==> config.mk <==
export PLATFORM = sky130hd
export DESIGN_NAME = way_lock_sel
export DESIGN_NICKNAME = d
export VERILOG_FILES = /design/src/rtl/waylock_pkg.sv /design/src/rtl/waylock_cfg.sv /design/src/rtl/waylock_lru.sv /design/src/rtl/waylock_pick.sv /design/src/rtl/way_lock_sel.sv
export SDC_FILE = /design/constraint.sdc
export NUM_CORES = 1
export LEC_CHECK = 0
export ABC_AREA = 1
export BUFFER_PORTS_ARGS = -buffer_cell sky130_fd_sc_hd__buf_2
export CAP_MARGIN = 10
export CORE_MARGIN = 2
export CORE_UTILIZATION = 40
export CTS_CLUSTER_SIZE = 12
export DETAILED_ROUTE_END_ITERATION = 8
export SLEW_MARGIN = 20
export SYNTH_ARGS = -nofsm -noshare
export SYNTH_HDL_FRONTEND = slang
export SYNTH_HIERARCHICAL = 1
export SYNTH_SLANG_ARGS = --single-unit
export TNS_END_PERCENT = 10
==> constraint.sdc <==
create_clock -name clk -period 4.95 [get_ports clk]
set_clock_uncertainty 0.05 [all_clocks]
set_input_delay 0 -clock clk [delete_from_list [all_inputs] [get_ports clk]]
set_output_delay 0 -clock clk [all_outputs]
set_load 0.05 [all_outputs]
==> src/rtl/waylock_pkg.sv <==
package waylock_pkg;

  localparam int WAYS  = 4;
  localparam int PAIRS = WAYS * (WAYS - 1) / 2;

  // control register bit positions
  localparam int B_W2_LOCK = 0;
  localparam int B_W2_LOAD = 1;
  localparam int B_W3_LOCK = 8;
  localparam int B_W3_LOAD = 9;

  typedef logic [1:0]       way_t;
  typedef logic [PAIRS-1:0] lru_t;
  typedef logic [WAYS-1:0]  wmask_t;

  typedef struct packed {
    logic w3_load;
    logic w3_lock;
    logic w2_load;
    logic w2_lock;
  } lockcfg_t;

  // index of the order bit for the pair (a,b), a < b
  function automatic logic [2:0] pair_bit(int a, int b);
    case (a)
      0:       pair_bit = 3'(b - 1);
      1:       pair_bit = 3'(b + 1);
      default: pair_bit = 3'd5;
    endcase
  endfunction

  // order bit = 1 when the lower way of the pair was used more recently
  function automatic logic is_older(lru_t m, int i, int j);
    if (i < j) is_older = !m[pair_bit(i, j)];
    else       is_older =  m[pair_bit(j, i)];
  endfunction

  function automatic lru_t lru_touch(lru_t m, way_t w);
    lru_t r;
    r = m;
    for (int i = 0; i < WAYS; i++) begin
      for (int j = i + 1; j < WAYS; j++) begin
        if (way_t'(i) == w) r[pair_bit(i, j)] = 1'b1;
        if (way_t'(j) == w) r[pair_bit(i, j)] = 1'b0;
      end
    end
    return r;
  endfunction

  function automatic way_t lru_oldest(lru_t m, wmask_t cand);
    way_t res;
    logic found;
    logic ok;
    res   = '0;
    found = 1'b0;
    for (int i = 0; i < WAYS; i++) begin
      ok = cand[i];
      for (int j = 0; j < WAYS; j++) begin
        if (j != i && cand[j] && !is_older(m, i, j)) ok = 1'b0;
      end
      if (ok && !found) begin
        res   = way_t'(i);
        found = 1'b1;
      end
    end
    return res;
  endfunction

endpackage

==> src/rtl/waylock_cfg.sv <==
module waylock_cfg
  import waylock_pkg::*;
#(
  parameter int CFG_W = 32
) (
  input  logic             clk,
  input  logic             rst_n,
  input  logic             we,
  input  logic [CFG_W-1:0] wdata,
  output logic [CFG_W-1:0] rdata,
  output lockcfg_t         cfg
);

  lockcfg_t cfg_q;

  always_ff @(posedge clk) begin
    if (!rst_n) begin
      cfg_q <= '0;
    end else if (we) begin
      cfg_q.w3_load <= wdata[B_W3_LOAD];
      cfg_q.w3_lock <= wdata[B_W3_LOCK];
      cfg_q.w2_load <= wdata[B_W2_LOAD];
      cfg_q.w2_lock <= wdata[B_W2_LOCK];
    end
  end

  always_comb begin
    rdata            = '0;
    rdata[B_W3_LOAD] = cfg_q.w3_load;
    rdata[B_W3_LOCK] = cfg_q.w3_lock;
    rdata[B_W2_LOAD] = cfg_q.w2_load;
    rdata[B_W2_LOCK] = cfg_q.w2_lock;
  end

  assign cfg = cfg_q;

  // reserved write bits are dropped on purpose
  logic unused_wbits;
  assign unused_wbits = ^{wdata[CFG_W-1:B_W3_LOAD+1], wdata[B_W3_LOCK-1:B_W2_LOAD+1]};

endmodule

==> src/rtl/waylock_lru.sv <==
module waylock_lru
  import waylock_pkg::*;
#(
  parameter int NUM_SETS = 16,
  localparam int SET_W   = $clog2(NUM_SETS)
) (
  input  logic             clk,
  input  logic             rst_n,
  input  logic [SET_W-1:0] rd_set,
  output lru_t             rd_order,
  input  logic             upd_en,
  input  logic [SET_W-1:0] upd_set,
  input  way_t             upd_way
);

  lru_t order_q [NUM_SETS];

  for (genvar s = 0; s < NUM_SETS; s++) begin : g_set
    always_ff @(posedge clk) begin
      if (!rst_n) begin
        order_q[s] <= '0;
      end else if (upd_en && upd_set == SET_W'(s)) begin
        order_q[s] <= lru_touch(order_q[s], upd_way);
      end
    end
  end

  assign rd_order = order_q[rd_set];

endmodule

==> src/rtl/waylock_pick.sv <==
module waylock_pick
  import waylock_pkg::*;
(
  input  logic     lock_mode,
  input  logic     prefetch,
  input  lockcfg_t cfg,
  input  lru_t     order,
  output way_t     victim
);

  logic   pf_w3, pf_w2;
  wmask_t cand;

  always_comb begin
    pf_w3 = lock_mode && prefetch && cfg.w3_load && cfg.w3_lock;
    pf_w2 = lock_mode && prefetch && cfg.w2_load && cfg.w2_lock;
    cand  = '1;
    if (lock_mode && !prefetch) begin
      cand[3] = !cfg.w3_lock;
      cand[2] = !cfg.w2_lock;
    end
    if (pf_w3)      victim = way_t'(3);
    else if (pf_w2) victim = way_t'(2);
    else            victim = lru_oldest(order, cand);
  end

endmodule

==> src/rtl/way_lock_sel.sv <==
module way_lock_sel
  import waylock_pkg::*;
#(
  parameter int NUM_SETS = 16,
  parameter int CFG_W    = 32
) (
  input  logic                        clk,
  input  logic                        rst_n,
  input  logic                        acc_valid,
  input  logic                        acc_prefetch,
  input  logic                        acc_hit,
  input  logic [1:0]                  acc_hit_way,
  input  logic [$clog2(NUM_SETS)-1:0] acc_set,
  input  logic                        lock_mode,
  input  logic                        cfg_we,
  input  logic [CFG_W-1:0]            cfg_wdata,
  output logic [CFG_W-1:0]            cfg_rdata,
  output logic                        fill_en,
  output logic [1:0]                  fill_way
);

  localparam int SET_W = $clog2(NUM_SETS);

  lockcfg_t cfg;
  lru_t     order;
  way_t     victim;
  logic     miss, upd_en;
  way_t     upd_way;

  waylock_cfg #(.CFG_W(CFG_W)) u_cfg (
    .clk   (clk),
    .rst_n (rst_n),
    .we    (cfg_we),
    .wdata (cfg_wdata),
    .rdata (cfg_rdata),
    .cfg   (cfg)
  );

  waylock_lru #(.NUM_SETS(NUM_SETS)) u_lru (
    .clk      (clk),
    .rst_n    (rst_n),
    .rd_set   (acc_set),
    .rd_order (order),
    .upd_en   (upd_en),
    .upd_set  (acc_set),
    .upd_way  (upd_way)
  );

  waylock_pick u_pick (
    .lock_mode (lock_mode),
    .prefetch  (acc_prefetch),
    .cfg       (cfg),
    .order     (order),
    .victim    (victim)
  );

  assign miss    = acc_valid && !acc_hit;
  assign upd_en  = miss || (acc_valid && acc_hit && !acc_prefetch);
  assign upd_way = miss ? victim : acc_hit_way;

  always_ff @(posedge clk) begin
    if (!rst_n) begin
      fill_en  <= 1'b0;
      fill_way <= '0;
    end else begin
      fill_en <= miss;
      if (miss) fill_way <= victim;
    end
  end

endmodule

-- After elaboration in Yosys (flattened, before gate mapping)
Memories as Yosys holds them, arrays and structs flattened.
Index checks and enable logic that the tools add are counted.
- memories: 1
- output and inout port bits: 35
- memory bits (writable): 96
- bits in registers: 7
- word-level logic and storage cells: 2472
- input bits: 45
- multiplexer cells: 1505
- magnitude comparators: 390
- eq/ne operators: 18
- reduce and logical (&&, ||, !) cells: 248
- bitwise gates (word level): 304
- memories (memory ; depth ; width ; read ports ; clocked after memory_dff ; write ports ; RTL line ; RTL):
    u_lru.order_q ; 16 ; 6 ; 17 ; 0 ; 16 ; waylock_lru.sv:16 ; lru_t order_q [NUM_SETS];
- operator list (cell ; count):
    6-bit two-way mux ; 592
    3-bit two-way mux ; 408
    3-bit by 4-bit less-than comparator with 1-bit output (second input constant) ; 198
    6-bit AND ; 96
    1-bit demux with 3-bit select ; 192
    3-bit by 1-bit greater-or-equal comparator with 1-bit output (second input constant) ; 192
    6-bit inverter ; 96
    6-bit bitwise OR ; 96
    1-bit two-way mux ; 301
    1-bit logical AND ; 226
    4-bit equality test (second input constant) ; 8
    1-bit zero test ; 19
    1-bit binary-select mux with 3-bit select ; 6
    4-bit by 3-bit equality test with 1-bit output (second input constant) ; 4
    1-bit bitwise OR ; 16
    2-bit two-way mux ; 6
    4-bit by 2-bit equality test with 1-bit output (second input constant) ; 2
    2-bit equality test (first input constant) ; 2
    4-bit by 1-bit equality test with 1-bit output (second input constant) ; 1
    4-bit zero test ; 1
    1-bit by 2-bit equality test with 1-bit output (first input constant) ; 1
    2-bit zero test ; 1
    1-bit logical OR ; 1

-- Depth between registers and ports, before layout
Gate-level depths: netlist of run 1.
- depth in word-level cells: 92
- mapped depth: 23

-- Modules after synthesis
Netlist of run 1, hierarchy kept.
- by module, submodules not included (module ; cells each ; area an instance (um2) ; seq. area each (um2) ; instances):
    waylock_lru ; 641 ; 5233.8 ; 2882.8 ; 1
    waylock_cfg ; 58 ; 410.4 ; 80.1 ; 1
    way_lock_sel ; 18 ; 127.6 ; 60.1 ; 1
    waylock_pick ; 24 ; 106.4 ; 0.0 ; 1

-- Worst setup path after synthesis of run 1
Ideal clock, no wire load.
- kind: input -> register
- start point: input port acc_set[1]
- end point: memory u_lru/order_q[14][0] in the netlist's numbering (data pin)
- setup time: 0.256 ns
- data arrival time: 1.987 ns
- setup slack: 2.658 ns
- buffers on the path: 4
- cell stages on the path: 21
- required time: 4.644 ns
- cell sequence: buf_2 -> inv_1 -> buf_2 -> nand3_1 -> nand3_1 -> nand3_1 -> nand2_1 -> nand2_2 -> nor2_1 -> nand2_1 -> nand2_1 -> nand2_1 -> nand2_1 -> nand3_1 -> nand2_1 -> buf_2 -> inv_2 -> nor2_2 -> inv_2 -> buf_2 -> o211a_1
- RTL lines (element ; RTL line ; RTL):
    start, declared ; way_lock_sel.sv:13 ; input logic [$clog2(NUM_SETS)-1:0] acc_set,
    end, declared ; waylock_lru.sv:16 ;

==> impl_metrics.py, run 1 <==
metrics = {
    "outcome": {
        "run_status": "finished clean",
    },
    "sta": {
        "hold_viol": 0,
        "finalSetupViolations": 0,
        "rsz0062_at_grt": "no",
        "max_freq_mhz": 274,
        "slew_viol_final": 0,
        "min_period_ns": 3.65,
        "slew_headroom_pct": 33.4,
        "fin_crit_sh_pct": 73.8,
        "tightest_slew_ns": 0.999,
        "tns_ns": 0,
    },
    "synth": {
        "synth-warning-count": 6,
        "ys_types": 24,
        "synthCells": 741,
        "syn_area_sq_um": 5880,
        "syn_avg_cell_area_sq_um": 7.93,
        "synth_seq_cells": 103,
        "synth-seq-area-share_pct": 51.4,
    },
    "floorplan": {
        "chipWidth_um": 125,
        "core_area_sq_um": 14400,
        "ios": 80,
        "start_util_pct": 40.8,
        "fp.dieH_um": 125,
        "placementRows": 44,
        "die_area_sq_um": 15700,
    },
    "power_and_ir_drop": {
        "pwr-share-clk_pct": 36.6,
        "intPower_mw": 1.49,
        "combPwrFrac_pct": 14.9,
        "p_leak_nw": 2.87,
        "seqPwrFrac_pct": 48.5,
        "p_sw_share_pct": 27.6,
        "powerDensity_nw_per_um2": 320,
        "vdd_drop_max_uv": 170,
        "p_sw_mw": 0.569,
    },
    "worst_setup_path": {
        "reg2reg_to": "u_lru/order_q[10][3]$_SDFFCE_PN0P_",
        "ff2ff_setup_slack_ns": 1.62,
        "worstSetupPathType": "in -> reg",
        "r2r-start": "u_lru/order_q[7][5]$_SDFFCE_PN0P_",
        "crit_chain": "buf_2 -> inv_1 -> buf_4 -> nand2_1 -> nand3_1 -> nand3_1 -> nand3_1 -> nand2_1 -> nand2_2 -> nand3_1 -> nand2_1 -> nand2_1 -> nand2_1 -> nand3_1 -> nand2_1 -> inv_2 -> nand2_1 -> nand2_1 -> a21oi_1",
        "crit_path_max_incr_delay_ns": 0.74,
        "reg2reg_depth": 18,
        "cp-start-kind": "primary input",
        "slowest_stage": "buf_2",
        "critPathMaxFanout": 53,
        "crit_top_cell": "nand2_1",
        "worstPathRequired_ns": 4.98,
        "cp-end-kind": "register",
        "worstPathArrival_ns": 3.68,
    },
    "layout": {
        "drive_gt1_share_pct": 8.26,
        "seq_area_sq_um": 3020,
        "areaGrowthSynthToFinish_pct": 9.47,
        "fin_util_pct": 44.6,
        "multiInputGateArea_sq_um": 2110,
        "diodes": 0,
        "n_fill_cell": 1433,
        "final_area_sq_um": 6430,
        "finalNetCount": 803,
    },
    "hold_path": {
        "min_from": "rst_n",
        "hold_path_end": "fill_way[0]$_SDFFE_PN0P_",
        "hold_depth": 3,
        "hp-class": "in -> reg",
    },
    "place": {
        "place_congestion": 0.868,
        "post_dp_cell_area_sq_um": 5970,
        "dp_hpwl_um": 9940,
        "io_buffer_count": 23,
    },
    "route": {
        "first_iter_violations": 324,
        "first_pass_iters": 5,
        "wl_per_cell_um": 15.6,
        "num_vias": 4853,
        "wl_um": 14800,
        "drc": 0,
        "via_per_inst": 5.12,
        "ant_nets": 0,
    },
    "cts": {
        "cts_buffers": 9,
        "clk_path_buf_depth": 2,
        "clock_latency_ns": 0.35,
        "cts_hold_buf": 15,
        "cts_resized": 0,
        "cts_tree": "yes",
        "postCtsSetupRepairBufs": 0,
        "clkSinkCount": 103,
        "clkTransAtPathRegs_ns": 0.07,
        "root_buffer": "clkbuf_16",
        "htree_num_levels": 3,
    },
    "grt": {
        "grt_busiest_layer": "met2",
        "grtUsageMet2_pct": 31.3,
        "groute.usage.overall_pct": 18.9,
        "gr-total-overflow": 0,
        "grt_use_met1_pct": 26.1,
        "grt_max_degree": 54,
        "antenna_found_initial": 0,
        "use_met3_pct": 2.18,
        "grt_pass1_wl_um": 23600,
        "first_global_vias": 4664,
    },
    "job": {
        "maxCapViolCount": 0,
    },
}
-- synth_stat cells --
cell type | count | area [sq um]
dfxtp_1 | 7 | 140
nor3_1 | 5 | 25.0
edfxtp_1 | 96 | 2880
buf_2 | 18 | 90.1
a21boi_0 | 1 | 7.51
buf_4 | 32 | 240
a21oi_1 | 73 | 365
nand3_1 | 89 | 445
o21ai_0 | 11 | 55.1
nand2_2 | 2 | 12.5
conb_1 | 1 | 3.75
nor2_2 | 1 | 6.26
nand2_1 | 193 | 724
inv_2 | 6 | 22.5
o211a_1 | 1 | 10.0
buf_6 | 1 | 11.3
nand4_1 | 3 | 18.8
clkbuf_1 | 9 | 33.8
nor2_1 | 62 | 233
nand3_2 | 1 | 10.0
nor3_2 | 9 | 90.1
clkinv_1 | 1 | 3.75
inv_1 | 115 | 432
buf_1 | 4 | 15.0
-- power by group through the flow --
stage          clock [mW]  combinational (mW)  sequential (mW)
3_3_place_gp            0               0.288             1.02
2_1_floorplan           0               0.234             1.02
5_1_grt             0.793               0.334             1.00
3_5_place_dp            0               0.293             1.02
6_report            0.754               0.306            0.999
4_1_cts             0.763               0.303             1.00
-- flip-flops by register name, summed over array words and instances, names as in the netlist --
register,flops
fill_way,2
u_lru/order_q,96
fill_en,1
u_cfg/cfg,4
-- area by class of cell --
type                            instances  share of cell area [%]
Clock inverter                          7                    1.36
Multi-Input combinational cell        479                    32.8
Sequential cell                       103                    47.0
Tap cell                              184                    3.58
Timing Repair Buffer                   43                    4.71
Clock buffer                            9                    3.50
Inverter                              122                    7.12
-- worst max path at each step --
| stage | cells after the start | slack [ns] | endpoint | from |
|---|---|---|---|---|
| finish | 19 | 1.30 | u_lru/order_q[10][3]$_SDFFCE_PN0P_ | acc_set[0] |
| global route | 19 | 1.07 | u_lru/order_q[14][3]$_SDFFCE_PN0P_ | acc_set[0] |
| CTS | 19 | 1.39 | u_lru/order_q[10][3]$_SDFFCE_PN0P_ | acc_set[0] |
| detailed placement | 19 | 1.04 | u_lru/order_q[14][3]$_SDFFCE_PN0P_ | acc_set[0] |
| global placement | 20 | 1.11 | u_lru/order_q[12][4]$_SDFFCE_PN0P_ | acc_set[0] |
| floorplan | 21 | 2.66 | u_lru/order_q[14][0]$_SDFFCE_PN0P_ | acc_set[1] |
-- stage by stage --
step / total power, mW / instances / setup slack, ns / hold WS (ns)
after CTS: 2.07 / 947 / 1.39 / 0.128
after global routing: 2.13 / 947 / 1.07 / 0.201
after global placement: 1.30 / 916 / 1.11 / 0.236
final: 2.06 / 947 / 1.30 / 0.132
after detailed placement: 1.31 / 916 / 1.04 / 0.259
after floorplan: 1.25 / 768 / 2.66 / 0.0704
-- kinds of logic after synthesis --
| group | share of synthesized area (%) |
|---|---|
| flops | 51.4 |
| simple gates | 26.6 |
| other cells | 0.0638 |
| compound gates | 7.45 |
| buf+inv | 14.4 |
-- cells in the final DEF (no fill, tap or decap), drive strengths merged --
master       count
o211a            1
a21oi           73
bufinv           2
clkbuf           9
dlygate4sd3     15
o21ai           11
nor2            63
buf             28
nand4            3
edfxtp          96
a21boi           1
nand3           90
nor3            14
dfxtp            7
clkinvlp         1
nand2          195
conb            28
clkinv           5
inv            121
-- layer usage --
layer  up-vias  share of wire, %
li1       2360                 -
met1      2293                46
met2       177                47
met3        23               5.8
met4         0               1.5
met5         -                 0
-- critical path, delay by kind of cell --
kind,cells,cell delay (ns)
buffers and inverters,4,1.54
and+or+nand+nor,14,2.01
AOI/OAI and AO/OA,1,0.07
Note: power is estimated with default switching activity, not from simulation.
==> run 2, diff against run 1 <==
==> constraint.sdc (replaced) <==
create_clock -name clk -period 3.8 [get_ports clk]
set_clock_uncertainty 0.05 [all_clocks]
set_input_delay 0 -clock clk [delete_from_list [all_inputs] [get_ports clk]]
set_output_delay 0 -clock clk [all_outputs]
set_load 0.05 [all_outputs]
==> run 2 against run 1 <==
Compared with the run above: core utilization is 0.69 points higher; critical path depth unchanged; combinational power grew 35%; global-route usage rose by 0.32 points; critical path type is now reg -> reg; highest routed layer unchanged.
==> impl_metrics.py, run 2 (synthesized netlist as in run 1, its figures left out) <==
metrics = {
    "route": {
        "ant_nets": 0,
        "via_per_inst": 5.09,
        "wl_per_cell_um": 15.5,
        "first_pass_iters": 5,
        "drc": 0,
        "num_vias": 4857,
        "first_iter_violations": 483,
        "wl_um": 14800,
    },
    "layout": {
        "drive_gt1_share_pct": 8.95,
        "diodes": 0,
        "largest_reg_flops": 96,
        "mostFrequentLayoutCell": "nand2_1",
        "finalNonFillerCells": 955,
        "finalNetCount": 811,
        "areaGrowthSynthToFinish_pct": 11.2,
        "fin_util_pct": 45.3,
        "regMostFlops": "u_lru/order_q",
        "final_cell_mix": "nand2_1, inv_1, edfxtp_1, nand3_1, a21oi_1",
    },
    "sta": {
        "hold_viol": 0,
        "max_freq_mhz": 336,
        "finalSetupViolations": 0,
        "fin_crit_sh_pct": 78.3,
        "min_period_ns": 2.98,
        "tightest_slew_ns": 0.934,
        "slew_viol_final": 0,
        "rsz0062_at_grt": "no",
        "tns_ns": 0,
        "slew_headroom_pct": 37.1,
        "hold_ws_ns": 0.144,
    },
    "cts": {
        "clk_path_buf_depth": 2,
        "cts_resized": 0,
        "cts_buffers": 9,
        "clkSinkCount": 103,
        "htree_num_levels": 3,
        "cts_tree": "yes",
        "postCtsSetupRepairBufs": 0,
        "clkTransAtPathRegs_ns": 0.07,
        "cts_hold_buf": 15,
        "root_buffer": "clkbuf_16",
        "clock_latency_ns": 0.35,
    },
    "grt": {
        "grt_max_degree": 53,
        "grt_pass1_wl_um": 24000,
        "first_global_vias": 4710,
        "groute.usage.overall_pct": 19.2,
        "antenna_found_initial": 0,
        "gr-total-overflow": 0,
    },
    "worst_setup_path": {
        "cp_top_family": "simple AND/OR/NAND/NOR gates",
        "worstPathRequired_ns": 3.94,
        "crit_chain": "inv_1 -> nand2_1 -> nand3_1 -> nand3_1 -> nand3_1 -> nand2_1 -> nand2_2 -> nor2_1 -> nand2_1 -> nand2_1 -> nand2_1 -> nand2_1 -> nand3_1 -> nand2_1 -> inv_2 -> nor2_2 -> inv_2 -> o21ai_0 -> nor3_1",
        "path_buf_inv": 3,
        "crit_top_cell": "nand2_1",
        "cp-end-kind": "register",
        "worstPathArrival_ns": 3.11,
        "critPathMaxFanout": 27,
        "slowest_stage": "inv_2",
        "crit_path_max_incr_delay_ns": 0.44,
        "cp-start-kind": "register",
        "worstSetupPathType": "reg -> reg",
    },
    "place": {
        "place_congestion": 0.854,
        "io_buffer_count": 23,
        "dp_hpwl_um": 10200,
        "place_inst": 924,
    },
    "hold_path": {
        "hp-class": "in -> reg",
    },
    "floorplan": {
        "start_util_pct": 40.8,
        "fp.dieH_um": 125,
        "chipWidth_um": 125,
        "core_area_sq_um": 14400,
        "die_area_sq_um": 15700,
        "placementRows": 44,
        "ios": 80,
    },
    "power_and_ir_drop": {
        "p_leak_nw": 2.92,
        "powerDensity_nw_per_um2": 423,
        "vdd_drop_max_uv": 188,
    },
    "job": {
        "maxCapViolCount": 0,
    },
    "outcome": {
        "run_status": "finished clean",
    },
}
[run 2: cell type report]
| class | count | area, sq um |
|---|---|---|
| tap | 184 | 230 |
| fill | 1459 | 7890 |
| sequential | 103 | 3020 |
| timing repair buffer | 51 | 375 |
| clock buffer | 11 | 233 |
| inverter | 122 | 458 |
| multi-input combinational | 479 | 2110 |
| clock inverter | 5 | 106 |
[run 2: stage by stage]
| stage | worst slack (ns) | power (mW) | instance area (sq um) |
|---|---|---|---|
| 5_1_grt | 0.426 | 2.86 | 6530 |
| 3_3_place_gp | 0.752 | 1.71 | 6040 |
| 2_1_floorplan | 1.51 | 1.63 | 5980 |
| 4_1_cts | 0.866 | 2.78 | 6530 |
| 6_report | 0.824 | 2.77 | 6530 |
| 3_5_place_dp | 0.678 | 1.72 | 6040 |
[run 2: worst paths after layout]
kind         cells after the start                              start                           endpoint  slack, ns
max                             19  u_lru/order_q[7][4]$_SDFFCE_PN0P_  u_lru/order_q[6][0]$_SDFFCE_PN0P_       0.82
min                              3                              rst_n           fill_way[1]$_SDFFE_PN0P_       0.14
max reg2reg                     19  u_lru/order_q[7][4]$_SDFFCE_PN0P_  u_lru/order_q[6][0]$_SDFFCE_PN0P_       0.82
min reg2reg                      2           fill_way[1]$_SDFFE_PN0P_           fill_way[1]$_SDFFE_PN0P_       0.42
[run 2: worst reg2reg max path: cells and delay by family (launching register included)]
family                 cells  cell delay (ns)
DFF                        1             0.38
buffers and inverters      3             0.67
AOI/OAI and AO/OA          1             0.19
and+or+nand+nor           15             1.51
[run 2: metal layers]
layer  track usage [%]  share of wire, %  routed length [um]  vias to the layer above
li1                  -                 -                   -                     2365
met1              25.7                44                6480                     2277
met2              31.6                47                6930                      183
met3              3.08               7.0                1040                       32
met4              7.39               2.2                 323                        0
met5                 0                 0                   0                        -
[run 2: report_power, final]
group | leakage, nW | total (mW) | internal [mW] | switching, mW
Sequential | 1.05 | 1.30 | 1.28 | 0.0173
Clock | 0.160 | 1.05 | 0.646 | 0.406
Combinational | 1.71 | 0.412 | 0.0952 | 0.317
Total | 2.92 | 2.77 | 2.02 | 0.741
